File: config.mk
export PLATFORM = sky130hd
export DESIGN_NAME = pio_disk_port
export DESIGN_NICKNAME = d
export VERILOG_FILES = /design/src/rtl/pio_disk_pkg.sv /design/src/rtl/pio_op_decode.sv /design/src/rtl/pio_flag_bank.sv /design/src/rtl/pio_data_path.sv /design/src/rtl/pio_disk_port.sv
export SDC_FILE = /design/constraint.sdc
export NUM_CORES = 1
export LEC_CHECK = 0
export BUFFER_PORTS_ARGS = -buffer_cell sky130_fd_sc_hd__buf_4
export CAP_MARGIN = 20
export CORE_UTILIZATION = 44
export DETAILED_ROUTE_END_ITERATION = 8
export PLACE_DENSITY = 0.75
export REMOVE_ABC_BUFFERS = 1
export SYNTH_ARGS = -nofsm -noshare
export SYNTH_HDL_FRONTEND = slang
export SYNTH_SLANG_ARGS = --single-unit
export TNS_END_PERCENT = 5
File: constraint.sdc
create_clock -name clk -period 1.7 [get_ports clk]
set_clock_uncertainty 0.2 [all_clocks]
set_input_delay 0.34 -clock clk [delete_from_list [all_inputs] [get_ports clk]]
set_output_delay 0.34 -clock clk [all_outputs]
set_load 0.03 [all_outputs]
File: src/rtl/pio_disk_pkg.sv
package pio_disk_pkg;

   typedef enum logic [2:0] {
      OP_NOP  = 3'd0,
      OP_LCMD = 3'd1,
      OP_XFER = 3'd2,
      OP_SKTR = 3'd3,
      OP_SKER = 3'd4,
      OP_SKDN = 3'd5,
      OP_IEN  = 3'd6,
      OP_INIT = 3'd7
   } pio_op_e;

   typedef struct packed {
      logic lcmd;
      logic xfer;
      logic sk_tr;
      logic sk_er;
      logic sk_dn;
      logic ien;
      logic init;
   } pio_cmd_t;

   localparam int NUM_FLAGS = 3;
   localparam int FLG_TR    = 0;
   localparam int FLG_ER    = 1;
   localparam int FLG_DN    = 2;

endpackage

File: src/rtl/pio_op_decode.sv
module pio_op_decode
   import pio_disk_pkg::*;
#(
   parameter int               DEV_W    = 6,
   parameter logic [DEV_W-1:0] DEV_CODE = 6'o75
) (
   input  logic             io_strobe,
   input  logic [DEV_W-1:0] io_dev,
   input  logic [2:0]       io_op,
   output pio_cmd_t         cmd
);

   logic hit;
   assign hit = io_strobe && (io_dev == DEV_CODE);

   always_comb begin
      cmd = '0;
      if (hit) begin
         case (pio_op_e'(io_op))
            OP_LCMD: cmd.lcmd  = 1'b1;
            OP_XFER: cmd.xfer  = 1'b1;
            OP_SKTR: cmd.sk_tr = 1'b1;
            OP_SKER: cmd.sk_er = 1'b1;
            OP_SKDN: cmd.sk_dn = 1'b1;
            OP_IEN:  cmd.ien   = 1'b1;
            OP_INIT: cmd.init  = 1'b1;
            default: ;
         endcase
      end
   end

endmodule

File: src/rtl/pio_flag_bank.sv
module pio_flag_bank
   import pio_disk_pkg::*;
#(
   parameter int NF           = NUM_FLAGS,
   parameter bit EDGE_CAPTURE = 1'b1
) (
   input  logic          clk,
   input  logic          rst_n,
   input  logic          init,
   input  logic          maint,
   input  logic [NF-1:0] raw_in,
   input  logic [NF-1:0] clr,
   output logic [NF-1:0] flag
);

   logic [NF-1:0] ev;
   logic [NF-1:0] set_v;

   generate
      if (NF != NUM_FLAGS) begin : g_bad_nf
         $error("pio_flag_bank: NF must equal NUM_FLAGS");
      end
      if (EDGE_CAPTURE) begin : g_edge
         logic [NF-1:0] prev;
         always_ff @(posedge clk or negedge rst_n) begin
            if (!rst_n) prev <= '1;
            else        prev <= raw_in;
         end
         assign ev = raw_in & ~prev;
      end else begin : g_level
         assign ev = raw_in;
      end
   endgenerate

   always_comb begin
      set_v         = ev;
      set_v[FLG_DN] = ev[FLG_DN] | ev[FLG_ER];
   end

   generate
      for (genvar i = 0; i < NF; i++) begin : g_flag
         always_ff @(posedge clk or negedge rst_n) begin
            if (!rst_n)        flag[i] <= 1'b0;
            else if (init)     flag[i] <= 1'b0;
            else if (maint)    flag[i] <= 1'b1;
            else if (set_v[i]) flag[i] <= 1'b1;
            else if (clr[i])   flag[i] <= 1'b0;
         end

         p_flag_set_r8: assert property (@(posedge clk) disable iff (!rst_n)
            (set_v[i] && !init) |=> flag[i])
            else $error("flag %0d not set by event", i);
      end
   endgenerate

   p_init_clear_r12: assert property (@(posedge clk) disable iff (!rst_n)
      init |=> (flag == '0))
      else $error("initialize left a flag set");

   p_maint_hold_r10: assert property (@(posedge clk) disable iff (!rst_n)
      ($past(maint) && maint && !init) |=> (flag == '1))
      else $error("flags not held set in maintenance");

endmodule

File: src/rtl/pio_data_path.sv
module pio_data_path #(
   parameter int WORD_W = 12,
   parameter int BYTE_W = 8
) (
   input  logic              clk,
   input  logic              rst_n,
   input  logic              do_lcmd,
   input  logic              do_xfer,
   input  logic              do_init,
   input  logic [WORD_W-1:0] ac_in,
   input  logic              drv_done,
   input  logic              drv_dir,
   input  logic [WORD_W-1:0] drv_rdata,
   output logic [WORD_W-1:0] ireg,
   output logic [WORD_W-1:0] ac_out,
   output logic              ac_load,
   output logic              run,
   output logic              maint,
   output logic              mode8
);

   localparam int MAINT_BIT = WORD_W - 1 - 4;
   localparam int MODE_BIT  = WORD_W - 1 - 5;

   logic lcmd_ok;
   assign lcmd_ok = do_lcmd && (drv_done || maint);

   function automatic logic [WORD_W-1:0] merge_in(input logic              m8,
                                                  input logic [WORD_W-1:0] acc,
                                                  input logic [WORD_W-1:0] src);
      if (m8) return {acc[WORD_W-1:BYTE_W], acc[BYTE_W-1:0] | src[BYTE_W-1:0]};
      return src;
   endfunction

   always_ff @(posedge clk or negedge rst_n) begin
      if (!rst_n) begin
         ireg    <= '0;
         ac_out  <= '0;
         ac_load <= 1'b0;
         run     <= 1'b0;
         maint   <= 1'b0;
         mode8   <= 1'b0;
      end else begin
         ac_load <= 1'b0;
         run     <= 1'b0;
         if (do_init) begin
            maint <= 1'b0;
            mode8 <= 1'b0;
         end else if (lcmd_ok) begin
            ireg    <= ac_in;
            ac_out  <= '0;
            ac_load <= 1'b1;
            maint   <= ac_in[MAINT_BIT];
            mode8   <= ac_in[MODE_BIT];
            run     <= ~ac_in[MAINT_BIT];
         end else if (do_xfer) begin
            if (maint) begin
               ac_out  <= merge_in(mode8, ac_in, ireg);
               ac_load <= 1'b1;
            end else if (drv_dir) begin
               ireg    <= drv_rdata;
               ac_out  <= merge_in(mode8, ac_in, drv_rdata);
               ac_load <= 1'b1;
               run     <= 1'b1;
            end else begin
               ireg <= ac_in;
               run  <= 1'b1;
            end
         end
      end
   end

   p_lcmd_ignore_r3: assert property (@(posedge clk) disable iff (!rst_n)
      (do_lcmd && !drv_done && !maint) |=> (!run && !ac_load && $stable(ireg)))
      else $error("load command accepted while drive busy");

   p_lcmd_clear_r2: assert property (@(posedge clk) disable iff (!rst_n)
      (do_lcmd && !do_init && (drv_done || maint)) |=> (ac_load && ac_out == '0))
      else $error("accepted load command did not clear accumulator");

   p_maint_norun_r10: assert property (@(posedge clk) disable iff (!rst_n)
      (do_xfer && maint) |=> !run)
      else $error("run pulsed in maintenance transfer");

endmodule

File: src/rtl/pio_disk_port.sv
module pio_disk_port
   import pio_disk_pkg::*;
#(
   parameter int               WORD_W       = 12,
   parameter int               BYTE_W       = 8,
   parameter int               DEV_W        = 6,
   parameter logic [DEV_W-1:0] DEV_CODE     = 6'o75,
   parameter bit               EDGE_CAPTURE = 1'b1
) (
   input  logic              clk,
   input  logic              rst_n,
   input  logic              io_strobe,
   input  logic [DEV_W-1:0]  io_dev,
   input  logic [2:0]        io_op,
   input  logic [WORD_W-1:0] ac_in,
   output logic              skip,
   output logic              ac_load,
   output logic [WORD_W-1:0] ac_out,
   output logic              irq,
   output logic              run,
   input  logic              drv_dir,
   output logic [WORD_W-1:0] drv_wdata,
   input  logic [WORD_W-1:0] drv_rdata,
   output logic              drv_byte_mode,
   input  logic              drv_tr,
   input  logic              drv_err,
   input  logic              drv_done
);

   generate
      if (WORD_W < 12 || BYTE_W >= WORD_W || BYTE_W < 1) begin : g_bad_width
         $error("pio_disk_port: need WORD_W >= 12 and 1 <= BYTE_W < WORD_W");
      end
   endgenerate

   pio_cmd_t             cmd;
   logic [NUM_FLAGS-1:0] flag;
   logic [NUM_FLAGS-1:0] clr;
   logic [NUM_FLAGS-1:0] raw;
   logic                 maint;
   logic                 ien;

   pio_op_decode #(.DEV_W(DEV_W), .DEV_CODE(DEV_CODE)) u_dec (
      .io_strobe (io_strobe),
      .io_dev    (io_dev),
      .io_op     (io_op),
      .cmd       (cmd)
   );

   always_comb begin
      raw         = '0;
      raw[FLG_TR] = drv_tr;
      raw[FLG_ER] = drv_err;
      raw[FLG_DN] = drv_done;
      clr         = '0;
      clr[FLG_TR] = cmd.sk_tr;
      clr[FLG_ER] = cmd.sk_er;
      clr[FLG_DN] = cmd.sk_dn;
   end

   pio_flag_bank #(.NF(NUM_FLAGS), .EDGE_CAPTURE(EDGE_CAPTURE)) u_flags (
      .clk    (clk),
      .rst_n  (rst_n),
      .init   (cmd.init),
      .maint  (maint),
      .raw_in (raw),
      .clr    (clr),
      .flag   (flag)
   );

   pio_data_path #(.WORD_W(WORD_W), .BYTE_W(BYTE_W)) u_dp (
      .clk       (clk),
      .rst_n     (rst_n),
      .do_lcmd   (cmd.lcmd),
      .do_xfer   (cmd.xfer),
      .do_init   (cmd.init),
      .ac_in     (ac_in),
      .drv_done  (drv_done),
      .drv_dir   (drv_dir),
      .drv_rdata (drv_rdata),
      .ireg      (drv_wdata),
      .ac_out    (ac_out),
      .ac_load   (ac_load),
      .run       (run),
      .maint     (maint),
      .mode8     (drv_byte_mode)
   );

   always_ff @(posedge clk or negedge rst_n) begin
      if (!rst_n) begin
         skip <= 1'b0;
         ien  <= 1'b0;
      end else begin
         skip <= (cmd.sk_tr & flag[FLG_TR]) |
                 (cmd.sk_er & flag[FLG_ER]) |
                 (cmd.sk_dn & flag[FLG_DN]);
         if (cmd.init)     ien <= 1'b0;
         else if (cmd.ien) ien <= ac_in[0];
      end
   end

   assign irq = flag[FLG_DN] & ien;

   p_nodev_r1: assert property (@(posedge clk) disable iff (!rst_n)
      (io_strobe && io_dev != DEV_CODE) |=> (!skip && !ac_load && !run))
      else $error("foreign device strobe had an effect");

   p_decode_onehot_r1: assert property (@(posedge clk) disable iff (!rst_n)
      $onehot0({cmd.lcmd, cmd.xfer, cmd.sk_tr, cmd.sk_er, cmd.sk_dn, cmd.ien, cmd.init}))
      else $error("more than one operation decoded");

   p_skip_needs_flag_r7: assert property (@(posedge clk) disable iff (!rst_n)
      skip |-> $past(|flag))
      else $error("skip without any flag set");

   p_ien_write_r9: assert property (@(posedge clk) disable iff (!rst_n)
      (cmd.ien && ac_in[0]) |=> (ien && (irq == flag[FLG_DN])))
      else $error("interrupt enable not set");

endmodule

==> metrics.md <==
| Metric | Value |
|---|---|
| Critical Path AT | `1.81 ns` |
| Total track usage | `0.218` |
| Power Dens Cells | `692 mW/mm²` |
| Core footprint | `0.00406 mm²` |
| Die Width | `67.6 µm` |
| Yosys reg bits | `36` |
| Row count | `23` |
| Largest net degree at the start of global routing | `37` |
| DP HPWL | `3590 µm` |
| CTS max path bufs | `2` |
| Crit-path max FO | `13` |
| Most frequent cells in the layout | `buf_4, dfrtp_1, nand2_1, a21oi_1, mux2i_1` |
| Synth async-reset ratio | `1.00` |
| Status | `finished, violations left` |
| Synth Instances | `177` |
| Post-Layout Cell Count | `325` |
| First-pass GRT wire length | `7330 µm` |
| Slowest CP cell | `mux2_2` |
| Syn. warnings | `0` |
| Iteration-0 DRC Markers | `88` |
| Part of the cycle the worst path needs | `1.08` |
| # IOs | `69` |
| Max Cap Viol | `0` |
| WL final | `4960 µm` |
| Commonest non-fill, non-tap cell in the layout | `buf_4` |
| CTS tree | `built` |
| CTS Sinks | `36` |
| Clk slew on worst S/H paths | `0.07 ns` |
| DIE AREA | `0.00457 mm²` |
| Post-Syn Area per Cell | `10.7 µm²` |
| N_diodes | `0` |
| CP peak stage delay | `0.33 ns` |
| Buffers on Ports | `68` |
| Pwr Total | `2.00 mW` |
| Layout net count | `314` |
| Worst Setup Start Kind | `primary input` |
| Crit. End Element | `flip-flop` |
| Routed length per instance | `15.2 µm` |
| Hold Path Class | `primary input to flip-flop` |
| Synth top area share | `0.437` |
| Layout cells sized above 1 | `0.509` |
| Routed via count | `1690` |
| Initial Util | `0.466` |
| Final setup viols | `14` |
| TritonCTS Buffers | `5` |
| Clock root cell | `clkbuf_8` |
| Data required time of the worst path | `1.68 ns` |
| Leak | `1.38 nW` |
| Synth-to-layout area growth | `52.8%` |
| Die height | `67.6 µm` |
| Drt via density | `5.20` |
| Seq/Total Area, Yosys | `0.478` |
| Final Max Slew Viols | `0` |
| DRT Pass-1 Iters | `4` |
| Post-Syn Area | `0.00189 mm²` |
| Residual DRC | `0` |
| Crit-path cells | `buf_6 > nand4b_1 > or2_1 > a211o_4 > a21oi_4 > buf_12 > mux2_2` |
| Max_slew headroom | `0.690` |
| Max rail drop VDD | `0.399 mV` |
| Final ANT Viol Nets | `0` |
| GR Overflow Total | `0` |
| Post-route setup slack | `-0.128 ns` |
| Largest area contributor in the netlist | `dfrtp_1` |
| Clk_lat worst skew | `0.29 ns` |
| # H-tree levels | `2` |
| Dpl cells | `313` |
| Worst-margin pin slew | `0.466 ns` |
| Fmax | `547 MHz` |
| Minimum clock period | `1.83 ns` |
| WS Path Type | `primary input to flip-flop` |
| Failing checks | `setup timing` |
| Placer Congestion | `0.863` |
| Hold Fails Final Rpt | `0` |
| Initial antenna violation count | `0` |
| RSZ-0062 raised after global routing | `yes` |
| Synth Flop Type | `dfrtp_1` |
| Number of synthesized flops with an enable pin | `0` |
| Count of cell types in the netlist | `36` |
| Vias in the first global route | `1542` |
| Largest cells by area after synthesis | `dfrtp_1, mux2_4, mux2i_1` |
## cell families after synthesis
kind of cell,Yosys count,synth area share
mux,28,0.176
compound gates,51,0.188
flops,36,0.478
simple gates,44,0.107
buf+inv,18,0.0509
## power breakdown
group / total, mW / switching [mW] / internal [mW]
clock network: 0.732 / 0.297 / 0.435
registers: 0.914 / 0.0236 / 0.891
logic: 0.355 / 0.175 / 0.180
## routing by layer
| metal | vias up | wire length [µm] | GRT usage |
|---|---|---|---|
| met3 | 8 | 201 | 0.0389 |
| met2 | 49 | 2420 | 0.344 |
| met5 | - | 0 | 0 |
| met4 | 0 | 84 | 0.0957 |
| met1 | 799 | 2250 | 0.290 |
| li1 | 834 | - | - |
## worst paths after layout
path,start,slack [ns],cells past startpoint,endpoint
setup reg to reg,u_dp.maint$_DFFE_PN0P_,-0.11,5,u_dp.ac_out[1]$_DFFE_PN0P_
max in group asynchronous,rst_n,0.57,2,u_flags.g_edge.prev[2]$_DFF_PN1_
hold / removal,drv_done,0.08,2,u_flags.g_edge.prev[2]$_DFF_PN1_
min in group asynchronous,rst_n,0.37,2,u_dp.ac_out[2]$_DFFE_PN0P_
hold reg to reg,u_dp.ac_out[10]$_DFFE_PN0P_,0.32,1,u_dp.ac_out[10]$_DFFE_PN0P_
setup / recovery,io_dev[1],-0.13,7,u_dp.ac_out[1]$_DFFE_PN0P_
## flip-flops by register name (all words and copies together), names as in the netlist
| signal | flops |
|---|---|
| ien | 1 |
| u_dp.ac_load | 1 |
| skip | 1 |
| u_dp.ac_out | 12 |
| u_flags.flag | 3 |
| u_dp.maint | 1 |
| u_dp.mode8 | 1 |
| u_dp.run | 1 |
| u_dp.ireg | 12 |
| u_flags.g_edge.prev | 3 |
## cell usage after synthesis, types with 2 or more instances
| cell | instances |
|---|---|
| a2bb2oi_1 | 10 |
| buf_2 | 4 |
| mux2_2 | 6 |
| dfrtp_1 | 33 |
| mux2i_1 | 13 |
| o21ai_0 | 4 |
| dfstp_2 | 3 |
| buf_1 | 2 |
| nand2_1 | 18 |
| o22ai_1 | 11 |
| a31oi_1 | 3 |
| clkbuf_1 | 4 |
| nor2b_1 | 3 |
| nand4b_1 | 2 |
| a21oi_1 | 15 |
| nor2_1 | 13 |
| mux2_4 | 9 |
| inv_1 | 6 |
## repair_timing
item,CTS,global route
hold endpoints to repair,35,0
setup endpoints to repair,25,27
hold buffers,3,0
setup buffers,1,0
resized for setup,16,7
pin swaps,1,1
## final cells by class
type | count | area [µm²]
Multi-Input combinational cell | 123 | 978
Tap cell | 50 | 62.6
Sequential cell | 36 | 906
Clock inverter | 2 | 35.0
Clock buffer | 6 | 72.6
Inverter | 6 | 22.5
Fill cell | 305 | 1170
Timing Repair Buffer | 102 | 813
## metrics by stage
stage / area, µm² / utilization / TNS (ns) / setup slack, ns / hold WS (ns)
detailed placement: 2650 / 0.652 / -11.04 / -0.484 / 0.124
finish: 2890 / 0.712 / -1.38 / -0.128 / 0.0821
global placement: 2650 / 0.652 / -10.56 / -0.438 / 0.123
global route: 2890 / 0.712 / -2.32 / -0.168 / 0.0808
CTS: 2860 / 0.705 / -1.67 / -0.151 / 0.0787
floorplan: 1820 / - / -22.13 / -1.24 / -0.156
## critical path: cells and delay by family
family	cells	cell delay (ns)
buf+inv	2	0.26
simple gates	2	0.44
compound gates	2	0.43
mux	1	0.33
No activity file was read; power rests on OpenSTA's default activity.
